**src/rtl/addsub_pkg.sv**
```systemverilog
package addsub_pkg;
  localparam int FIELD_W = 4;
  localparam logic [FIELD_W-1:0] OPC_SUB = 4'b0010;
  localparam logic [FIELD_W-1:0] OPC_ADD = 4'b0011;

  typedef struct packed {
    logic [FIELD_W-1:0] opc;
    logic [FIELD_W-1:0] dst;
    logic [FIELD_W-1:0] src1;
    logic [FIELD_W-1:0] src2;
  } instr_t;

  typedef struct packed {
    logic n;
    logic z;
    logic v;
    logic c;
  } ccodes_t;

  typedef struct packed {
    logic accept;
    logic trap;
    logic is_sub;
    logic zero_a;
    logic wr_en;
  } dec_t;
endpackage

```
**src/rtl/addsub_decode.sv**
```systemverilog
module addsub_decode
  import addsub_pkg::*;
(
  input  logic   valid,
  input  instr_t word,
  output dec_t   dec
);
  logic is_add, is_sub, src1_r0, src2_r0, bad;

  always_comb begin
    is_add  = (word.opc == OPC_ADD);
    is_sub  = (word.opc == OPC_SUB);
    src1_r0 = (word.src1 == '0);
    src2_r0 = (word.src2 == '0);
    // add may not name r0 as either source; subtract only not as source 2
    bad     = (is_add && (src1_r0 || src2_r0)) || (is_sub && src2_r0);
    dec.trap   = valid && bad;
    dec.accept = valid && (is_add || is_sub) && !bad;
    dec.is_sub = is_sub;
    dec.zero_a = is_sub && src1_r0;
    dec.wr_en  = dec.accept && (word.dst != '0);
  end
endmodule

```
**src/rtl/addsub_alu.sv**
```systemverilog
module addsub_alu
  import addsub_pkg::*;
#(
  parameter int DATA_W = 32
) (
  input  logic [DATA_W-1:0] a,
  input  logic [DATA_W-1:0] b,
  input  logic              sub,
  output logic [DATA_W-1:0] result,
  output ccodes_t           cc
);
  localparam int MSB = DATA_W - 1;
  logic [DATA_W-1:0] b_op;
  logic [DATA_W:0]   total;

  always_comb begin
    b_op   = sub ? ~b : b;
    total  = {1'b0, a} + {1'b0, b_op} + {{DATA_W{1'b0}}, sub};
    result = total[MSB:0];
    cc.n   = total[MSB];
    cc.z   = (total[MSB:0] == '0);
    cc.c   = total[DATA_W];
    cc.v   = (a[MSB] == b_op[MSB]) && (total[MSB] != a[MSB]);
  end
endmodule

```
**src/rtl/addsub_regfile.sv**
```systemverilog
module addsub_regfile #(
  parameter int DATA_W = 32,
  parameter int DEPTH  = 16,
  localparam int AW    = $clog2(DEPTH)
) (
  input  logic              clk,
  input  logic              rst,
  input  logic              we,
  input  logic [AW-1:0]     waddr,
  input  logic [DATA_W-1:0] wdata,
  input  logic [AW-1:0]     ra1,
  input  logic [AW-1:0]     ra2,
  output logic [DATA_W-1:0] rd1,
  output logic [DATA_W-1:0] rd2,
  input  logic [AW-1:0]     ra_dbg,
  output logic [DATA_W-1:0] rd_dbg
);
  logic [DATA_W-1:0] mem [DEPTH];

  always_ff @(posedge clk) begin
    if (we) mem[waddr] <= wdata;
  end

  assign rd1 = mem[ra1];
  assign rd2 = mem[ra2];

  always_ff @(posedge clk) begin
    if (rst) rd_dbg <= '0;
    else     rd_dbg <= mem[ra_dbg];
  end
endmodule

```
**src/rtl/addsub_exec_unit.sv**
```systemverilog
module addsub_exec_unit
  import addsub_pkg::*;
#(
  parameter int DATA_W  = 32,
  parameter int DEPTH   = 16,
  parameter int INSTR_W = 16,
  localparam int AW     = $clog2(DEPTH)
) (
  input  logic               clk,
  input  logic               rst,
  input  logic               instr_valid,
  input  logic [INSTR_W-1:0] instr,
  input  logic               ld_en,
  input  logic [AW-1:0]      ld_addr,
  input  logic [DATA_W-1:0]  ld_data,
  input  logic [AW-1:0]      rd_addr,
  output logic [DATA_W-1:0]  rd_data,
  output logic               flag_n,
  output logic               flag_z,
  output logic               flag_v,
  output logic               flag_c,
  output logic               trap,
  output logic               done
);
  instr_t            word;
  dec_t              dec;
  logic [DATA_W-1:0] src1_val, src2_val, op_a, result;
  ccodes_t           alu_cc, cc_q;
  logic              we;
  logic [AW-1:0]     waddr;
  logic [DATA_W-1:0] wdata;

  assign word = instr_t'(instr);

  addsub_decode u_dec (
    .valid (instr_valid),
    .word  (word),
    .dec   (dec)
  );

  // write-back has priority over the load port
  always_comb begin
    we    = dec.wr_en || ld_en;
    waddr = dec.wr_en ? word.dst : ld_addr;
    wdata = dec.wr_en ? result   : ld_data;
  end

  addsub_regfile #(.DATA_W(DATA_W), .DEPTH(DEPTH)) u_rf (
    .clk    (clk),
    .rst    (rst),
    .we     (we),
    .waddr  (waddr),
    .wdata  (wdata),
    .ra1    (word.src1),
    .ra2    (word.src2),
    .rd1    (src1_val),
    .rd2    (src2_val),
    .ra_dbg (rd_addr),
    .rd_dbg (rd_data)
  );

  assign op_a = dec.zero_a ? '0 : src1_val;

  addsub_alu #(.DATA_W(DATA_W)) u_alu (
    .a      (op_a),
    .b      (src2_val),
    .sub    (dec.is_sub),
    .result (result),
    .cc     (alu_cc)
  );

  always_ff @(posedge clk) begin
    if (rst) begin
      cc_q <= '0;
      done <= 1'b0;
      trap <= 1'b0;
    end else begin
      done <= dec.accept;
      trap <= dec.trap;
      if (dec.accept) cc_q <= alu_cc;
    end
  end

  assign flag_n = cc_q.n;
  assign flag_z = cc_q.z;
  assign flag_v = cc_q.v;
  assign flag_c = cc_q.c;
endmodule

```
**config.mk**
```make
export PLATFORM = sky130hd
export DESIGN_NAME = addsub_exec_unit
export DESIGN_NICKNAME = d
export VERILOG_FILES = /design/src/rtl/addsub_pkg.sv /design/src/rtl/addsub_decode.sv /design/src/rtl/addsub_alu.sv /design/src/rtl/addsub_regfile.sv /design/src/rtl/addsub_exec_unit.sv
export SDC_FILE = /design/constraint.sdc
export NUM_CORES = 1
export LEC_CHECK = 0
export BUFFER_PORTS_ARGS = -buffer_cell sky130_fd_sc_hd__buf_2
export CORE_MARGIN = 3
export CORE_UTILIZATION = 40
export DETAILED_ROUTE_END_ITERATION = 6
export PLACE_DENSITY = 0.63
export SYNTH_ARGS = -nofsm -noshare
export SYNTH_HDL_FRONTEND = slang
export SYNTH_HIERARCHICAL = 1
export SYNTH_SLANG_ARGS = --single-unit
export TNS_END_PERCENT = 1
```
**constraint.sdc**
```tcl
create_clock -name clk -period 5.4 [get_ports clk]
set_input_delay 0.81 -clock clk [delete_from_list [all_inputs] [get_ports clk]]
set_output_delay 0.81 -clock clk [all_outputs]
set_load 0.01 [all_outputs]
```
[Yosys cells after proc, flatten, opt, wreduce, memory -nomap -nowiden]
Memories as Yosys holds them, arrays and structs flattened. A register that Yosys moved wholly into a read port is not among the register bits.
Cells that the tools add are included.
Storage, ports and cells
  bits in writable memories: 512
  output and inout port bits: 38
  logic and storage cells: 37
  memories: 1
  input port bits: 60
  bits in registers: 6
Cells by class
  equal/unequal tests: 4
  reduce and logical (&&, ||, !) cells: 17
  mux-type cells: 6
  add/sub/neg operators: 2
  bitwise gates (word level): 1
Memory list
  u_rf.mem: words 16, bits a word 32, rd ports 3, clocked after memory_dff 1, wr ports 1, RTL line addsub_regfile.sv:18  | logic [DATA_W-1:0] mem [DEPTH];
Operators with widths (count)
  32-bit 2-to-1 mux: 3
  32-bit by 32-bit adder with 33-bit output: 1
  33-bit by 1-bit adder with 33-bit output: 1
  32-bit logical NOT: 1
  32-bit inverter: 1
  4-bit by 2-bit equality test with 1-bit output (second input constant): 2
  1-bit logical AND: 8
  4-bit logical NOT: 2
  1-bit logical OR: 4
  4-bit 2-to-1 mux: 1
  4-bit nonzero test: 1
  1-bit 2-to-1 mux: 2
  1-bit equality test: 1
  1-bit logical NOT: 1
  1-bit inequality test: 1

[Logic depth before layout (Yosys ltp)]
Gate-level depths: netlist of run 1.
  depth after elaboration: 10
  mapped depth: 20
  depth with buffers taken out: 17

[By module]
The synthesis of run 1 kept the hierarchy.
Modules (own cells, without submodules)
  addsub_regfile: times used 1, sequential area each 16015.4 sq um, cells an instance 1630, area each 27853.0 sq um
  addsub_alu: times used 1, sequential area each 0.0 sq um, cells an instance 358, area each 2527.4 sq um
  addsub_exec_unit: times used 1, sequential area each 120.1 sq um, cells an instance 93, area each 1007.2 sq um
  addsub_decode: times used 1, sequential area each 0.0 sq um, cells an instance 12, area each 90.1 sq um

[Worst setup path after synthesis of run 1]
Ideal clock, no wire load.
  path kind: input to register
  from: in instr[0]
  to: reg cc_q (netlist bit flag_z)
  path slack: 0.232 ns
  setup time: 0.064 ns
  path buffers: 2
  arrival: 5.104 ns
  cell stages on the path: 19
  data required time: 5.336 ns
  path through: buf_2 -> buf_4 -> mux4_2 -> a22oi_1 -> nand2_1 -> xor2_1 -> inv_1 -> fa_1 -> nand2b_1 -> a211oi_1 -> nor2b_1 -> xnor2_1 -> or4b_1 -> or4b_1 -> nor4b_2 -> nand4b_1 -> nor4_2 -> mux2i_1 -> nor2_1
RTL lines
  from (decl): RTL line addsub_exec_unit.sv:12  | input logic [INSTR_W-1:0] instr,
  to (signal assigned): RTL line addsub_exec_unit.sv:80  | if (dec.accept) cc_q <= alu_cc;
  to (decl): RTL line addsub_exec_unit.sv:28  | ccodes_t alu_cc, cc_q;

==> results of run 1 <==
## through the flow
stage | util | hold WS [ns] | setup WS [ns]
after floorplan | - | 0.528 | 0.232
after global placement | 0.445 | 0.484 | -0.0690
after detailed placement | 0.445 | 0.494 | -0.196
after CTS | 0.470 | 0.482 | 0.447
after global routing | 0.470 | 0.506 | 0.0667
final | 0.470 | 0.499 | 0.365
## final cells by class
| class | instances | area share |
|---|---|---|
| clock buffer | 81 | 0.0446 |
| clock inverter | 32 | 0.00788 |
| inverter | 11 | 0.00113 |
| multi-input combinational | 1360 | 0.398 |
| sequential | 550 | 0.442 |
| tap | 1040 | 0.0356 |
| timing repair buffer | 322 | 0.0709 |
## kinds of logic (layout without fill, tap and decap cells)
family / after synthesis / in the layout / share of synthesized area
mux: 542 / 542 / 0.285
compound gates: 409 / 409 / 0.0923
xor+xnor: 57 / 57 / 0.0159
fa+ha+maj: 35 / 35 / 0.0142
buf+inv: 183 / 446 / 0.0314
flops: 550 / 550 / 0.513
simple gates: 317 / 317 / 0.0491
## worst reg2reg max path: stages, from the launching register on
cell and delay, ns:
edfxtp_1 0.44, mux4_2 0.48, a22oi_1 0.20, nand2_1 0.09, xor2_1 0.22, inv_1 0.09
fa_1 0.43, nand2b_1 0.19, a211oi_1 0.30, nor2b_1 0.10, xnor2_1 0.15, or4b_1 0.56
or4b_1 0.54, nor4b_2 0.36, nand4b_1 0.17, nor4_2 0.23, mux2i_1 0.11, nor2_1 0.09
## routing by layer
metal / vias to the layer above / track usage / share of wire
met5: - / 0 / 0
met4: 0 / 0.0901 / 0.037
met3: 260 / 0.0492 / 0.095
met2: 1345 / 0.416 / 0.48
met1: 11300 / 0.332 / 0.39
li1: 9084 / - / -
## layout by cell type (no fill, tap or decap), types with 6 or more instances in the layout
master / count
edfxtp_1: 512
mux4_2: 270
mux2i_1: 236
a22oi_1: 228
buf_4: 195
nand2_1: 154
buf_2: 92
clkbuf_16: 61
xor2_1: 45
a21oi_1: 39
o21ai_0: 39
dfxtp_1: 38
ha_1: 34
nor2b_1: 31
nor2_1: 30
buf_12: 30
mux2_4: 29
o22ai_1: 18
clkbuf_1: 17
a221oi_1: 16
nor2_4: 16
o21ai_1: 13
xnor2_1: 12
clkinv_1: 11
clkinv_2: 11
inv_1: 11
and2b_1: 9
a211oi_1: 8
nand2b_1: 8
mux2_2: 7
nor3_1: 7
nand4_1: 6
nor2b_4: 6
## report_power, final
part | internal (uW) | leakage (uW) | switching, uW
Clock | 2350 | 0.000937 | 1680
Sequential | 4800 | 0.00494 | 45.9
Combinational | 991 | 0.00734 | 1340
Total | 8130 | 0.0132 | 3060
## final timing paths
kind                                      from  endpoint  slack (ns)  depth (start not counted)
worst min register to register          flag_c    flag_c        0.52                          2
worst min-delay path                       rst    flag_v        0.50                          2
worst max-delay path                  instr[0]    flag_z        0.36                         21
worst max register to register  u_rf/mem[2][1]    flag_z        0.59                         17
## cells in the mapped netlist (9+ instances only)
cell	number	area share
a21oi_1	39	0.0062
a221oi_1	16	0.0045
a22oi_1	228	0.054
and2b_1	9	0.0021
buf_1	17	0.0020
buf_2	19	0.0030
buf_4	46	0.011
clkbuf_1	79	0.0094
dfxtp_1	38	0.024
edfxtp_1	512	0.49
ha_1	34	0.014
inv_1	11	0.0013
mux2_4	29	0.014
mux2i_1	236	0.075
mux4_2	270	0.19
nand2_1	154	0.018
nand2b_1	9	0.0018
nor2_1	45	0.0054
nor2b_1	37	0.0074
nor3_1	11	0.0017
o21ai_0	39	0.0062
o21ai_1	13	0.0021
o22ai_1	18	0.0036
xnor2_1	12	0.0033
xor2_1	45	0.013
## sequential cells by signal, summed over array words and instances, names as in the netlist
| signal | flops |
|---|---|
| done | 1 |
| flag_c | 1 |
| flag_n | 1 |
| flag_v | 1 |
| flag_z | 1 |
| trap | 1 |
| u_rf/mem | 512 |
| u_rf/rd_dbg | 32 |
==> impl_metrics.toml, run 1 <==
[run_status]
status = "completed"

[yosys]
syn_avg_cell_area_um2 = 15.0
synth_ff_type = "edfxtp_1"
syn-cell-area_mm2 = 0.0315
async_flop_share = 0
synth_nets = 2188
synth_enable_flop_cells = 512
ys_types = 80
yosysSeqAreaShare = 0.513
yosysWarnings = 6
yosys_register_bits = 550
syn-instance-count = 2093

[detailed_routing]
ant_nets = 0
wire_per_inst_um = 30.8
drc = 0
drtPass1Iterations = 5
first_iter_violations = 2614
vias = 22000
drt_wl_total_mm = 104
viasPerCell = 6.49

[worst_hold_path]
hp-class = "primary input to flop"

[global_routing]
grt_antenna_before_repair = 1
grt_util_all_layers = 0.252
grt_overflow_total = 0
grt_pass1_wl_mm = 151
grt_max_degree = 84
grt_pass1_vias = 22400

[setup_path]
worstPathCellList = "clkbuf_8, buf_12, buf_12, mux4_2, a22oi_1, nand2_1, xor2_1, ha_1, a211oi_1, a2111oi_0, buf_4, o41ai_1, buf_4, a2111oi_2, or4_1, nand3_2, a2111oi_2, nand4b_1, nor4_2, mux2i_1, nor2_1"
critPathMaxStageDelay_ns = 0.56
crit_family = "compound AO/OA/AOI/OAI gates"
path_max_fanout = 17
required_ns = 5.96
critPathCaptureType = "flop"
critical_path_class = "primary input to flop"
worst-path-buf-inv = 5
slowest_stage = "a2111oi_0"
cp.arrival_ns = 5.60
worstSetupStartpointType = "primary input"

[timing]
fin_skew_ns = 0.0303
maxSlewViolCount = 0
setup_viol = 0
slew_headroom = 0.184
worst_slew_pin_slew_ns = 1.22
grt_setup_unrepaired = "no"
finalSetupTns_ns = 0
period_share = 0.932
hold_violations = 0
max_clock_freq_mhz = 199
period_needed_ns = 5.04

[placed_design]
place.gp.congestion = 0.948
numPlacedInstances = 3283
placedInstanceArea_mm2 = 0.0346
dp_hpwl_mm = 66.8
port_buffers = 97

[cts]
hold_buffers = 0
ctsResizeCount = 0
cts.sinks = 550
cts_setup_buffers = 0
clk_latency_ns = 0.64
cts.clk_slew.worst_paths_ns = 0.06
cts-root-buf = "clkbuf_16"
cts_tree = "yes"
cts_buffer_depth = 3
cts_buffers = 61
h-tree-depth = 2

[finish]
seq_area_mm2 = 0.0161
n_fill_cell = 6616
fin_nets = 2401
syn_to_final_growth_pct = 16.1
multi_input_area_mm2 = 0.0146
fin_cells = 3396
diodes = 0
drive_gt1_frac = 0.326
final_area_mm2 = 0.0365

[floorplan]
initial_core_util = 0.405
design.die.area_mm2 = 0.0821
core_area_mm2 = 0.0777
io_pins = 98
die_x_um = 287
rows = 102
die_y_um = 287

[flow_run]
cap_violations = 0

[power]
irDropWorstVdd_mv = 0.242
cellLeakagePower_uw = 0.0132
power_density_mw_per_mm2 = 306
total_power_uw = 11200
Note: power is estimated with default switching activity, not from simulation.
==> run 2: changes to the inputs <==
Settings changed: PLACE_DENSITY 0.63 to 0.61, REMOVE_ABC_BUFFERS from default to 1.
Clock period 5.4 ns to 5.9 ns, I/O delays scaled along.
==> run 2 against run 1 <==
Compared with the run above:
- count of clock-buffer cells in the layout is 7 higher
- worst hold slack better by 0.011 ns
- sequential cell count stayed put
- final cell count is 1.6% lower
- largest cell class unchanged
- largest power group unchanged
==> impl_metrics.toml, run 2 (synthesized netlist as in run 1, its figures left out) <==
[run_status]
status = "completed"

[setup_path]
critPathMaxStageDelay_ns = 0.50
worstPathCellList = "clkbuf_8, buf_12, buf_12, mux4_2, a22oi_1, nand2_1, xor2_1, ha_1, nor3_1, a2111oi_0, buf_4, o41ai_1, buf_4, a2111oi_2, or4_1, nand3_2, a2111oi_2, nand4b_1, nor4_2, mux2i_1, nor2_1"
cp.arrival_ns = 5.93
required_ns = 6.46
critical_path_class = "primary input to flop"
critPathCaptureType = "flop"
r2r_slack_ns = 1.11
r2r_start = "u_rf/mem[3][0]"
worstSetupStartpointType = "primary input"
setup.worst_path.start = "instr[0]"
path_max_fanout = 26
slowest_stage = "mux4_2"

[power]
cellLeakagePower_uw = 0.0130
irDropWorstVdd_mv = 0.188
power_density_mw_per_mm2 = 290

[timing]
setup_viol = 0
period_needed_ns = 5.37
finalSetupTns_ns = 0
grt_setup_unrepaired = "no"
maxSlewViolCount = 0
fin_skew_ns = 0.0331
hold_violations = 0
period_share = 0.911
worst_slew_pin_slew_ns = 1.33
max_clock_freq_mhz = 186
slew_headroom = 0.112

[finish]
drive_gt1_frac = 0.311
final_common_cell = "edfxtp_1"
regMostFlops = "u_rf/mem"
largest_reg_flops = 512
fin_util = 0.465
syn_to_final_growth_pct = 14.8
mostFrequentLayoutCells = "edfxtp_1, mux4_2, mux2i_1, a22oi_1, nand2_1"
top_regs = "u_rf/mem x512, u_rf/rd_dbg x32"
diodes = 0
fin_nets = 2346

[detailed_routing]
wire_per_inst_um = 31.9
top_layer = "met5"
vias = 21900
wl_met1_mm = 40.6
drtPass1Iterations = 6
first_iter_violations = 3032
drc = 0
ant_nets = 0
viasPerCell = 6.55
met2_length_mm = 51.0
wl_met3_mm = 9.59
drt_wl_total_mm = 106

[cts]
ctsResizeCount = 0
cts_buffer_depth = 3
hold_buffers = 0
cts_buffers = 66
cts_setup_buffers = 0
cts-root-buf = "clkbuf_16"
cts_tree = "yes"
clk_latency_ns = 0.61
h-tree-depth = 3
cts.clk_slew.worst_paths_ns = 0.07
cts.sinks = 550

[floorplan]
design.die.area_mm2 = 0.0821
die_x_um = 287
die_y_um = 287
initial_core_util = 0.405
core_area_mm2 = 0.0777
io_pins = 98
rows = 102

[placed_design]
dp_hpwl_mm = 65.0
place.gp.congestion = 0.892
port_buffers = 97

[global_routing]
grt_max_degree = 60
grt_pass1_wl_mm = 153
grt_antenna_before_repair = 1
grt_pass1_vias = 22400
grt_overflow_total = 0
grt_util_all_layers = 0.256

[flow_run]
cap_violations = 0

[worst_hold_path]
hp-class = "flop to flop"
hp-start = "flag_v"
==> run 2: cell count changes in the layout (fill, tap and decap cells not counted), sizes merged <==
cell      change
clkinv        -9
clkbuf        +7
inv           +2
buf          -60
clkinvlp      +4
bufinv        +1
==> run 2: power by group <==
group,internal [uW],switching [uW],leakage (uW)
clock network,2410,1630,0.00102
registers,4390,41.2,0.00494
logic,807,1210,0.00699
==> run 2: worst max-delay path: cells and delay by family <==
kind            cells  cell delay (ns)
compound gates      5             1.61
buf+inv             5             1.09
simple gates        7             1.04
mux                 2             0.61
fa+ha+maj           1             0.43
xor+xnor            1             0.16
==> run 2: final timing paths <==
| check | endpoint | depth (start not counted) |
|---|---|---|
| worst min register to register | flag_v | 2 |
| worst max register to register | flag_z | 17 |
| worst max-delay path | flag_z | 21 |
| worst min-delay path | flag_v | 2 |
==> run 2: through the flow <==
stage               std cells  power [uW]  setup slack (ns)  hold WS (ns)  cell area, um2
finish                   3341       10500             0.528         0.509           36100
global route             3341       10800             0.174         0.530           36100
CTS                      3341       10500             0.563         0.514           36100
detailed placement       3223        6490           -0.0699         0.500           34000
global placement         3223        6470           -0.0444         0.479           34000
floorplan                1921        5570            -0.392         0.528           30500
==> run 2: cell type report <==
type                            instances  area, um2
Timing Repair Buffer                  262       1990
Multi-Input combinational cell       1360      14500
Clock buffer                           88       1800
Clock inverter                         30        319
Inverter                               11       41.3
Sequential cell                       550      16100
Fill cell                            6660      41600
Tap cell                             1040       1300
==> run 2: routing by layer <==
| layer | vias up | track usage |
|---|---|---|
| met5 | - | 0 |
| met1 | 11200 | 0.333 |
| met2 | 1370 | 0.418 |
| met3 | 310 | 0.0412 |
| li1 | 8980 | - |
| met4 | 2 | 0.122 |
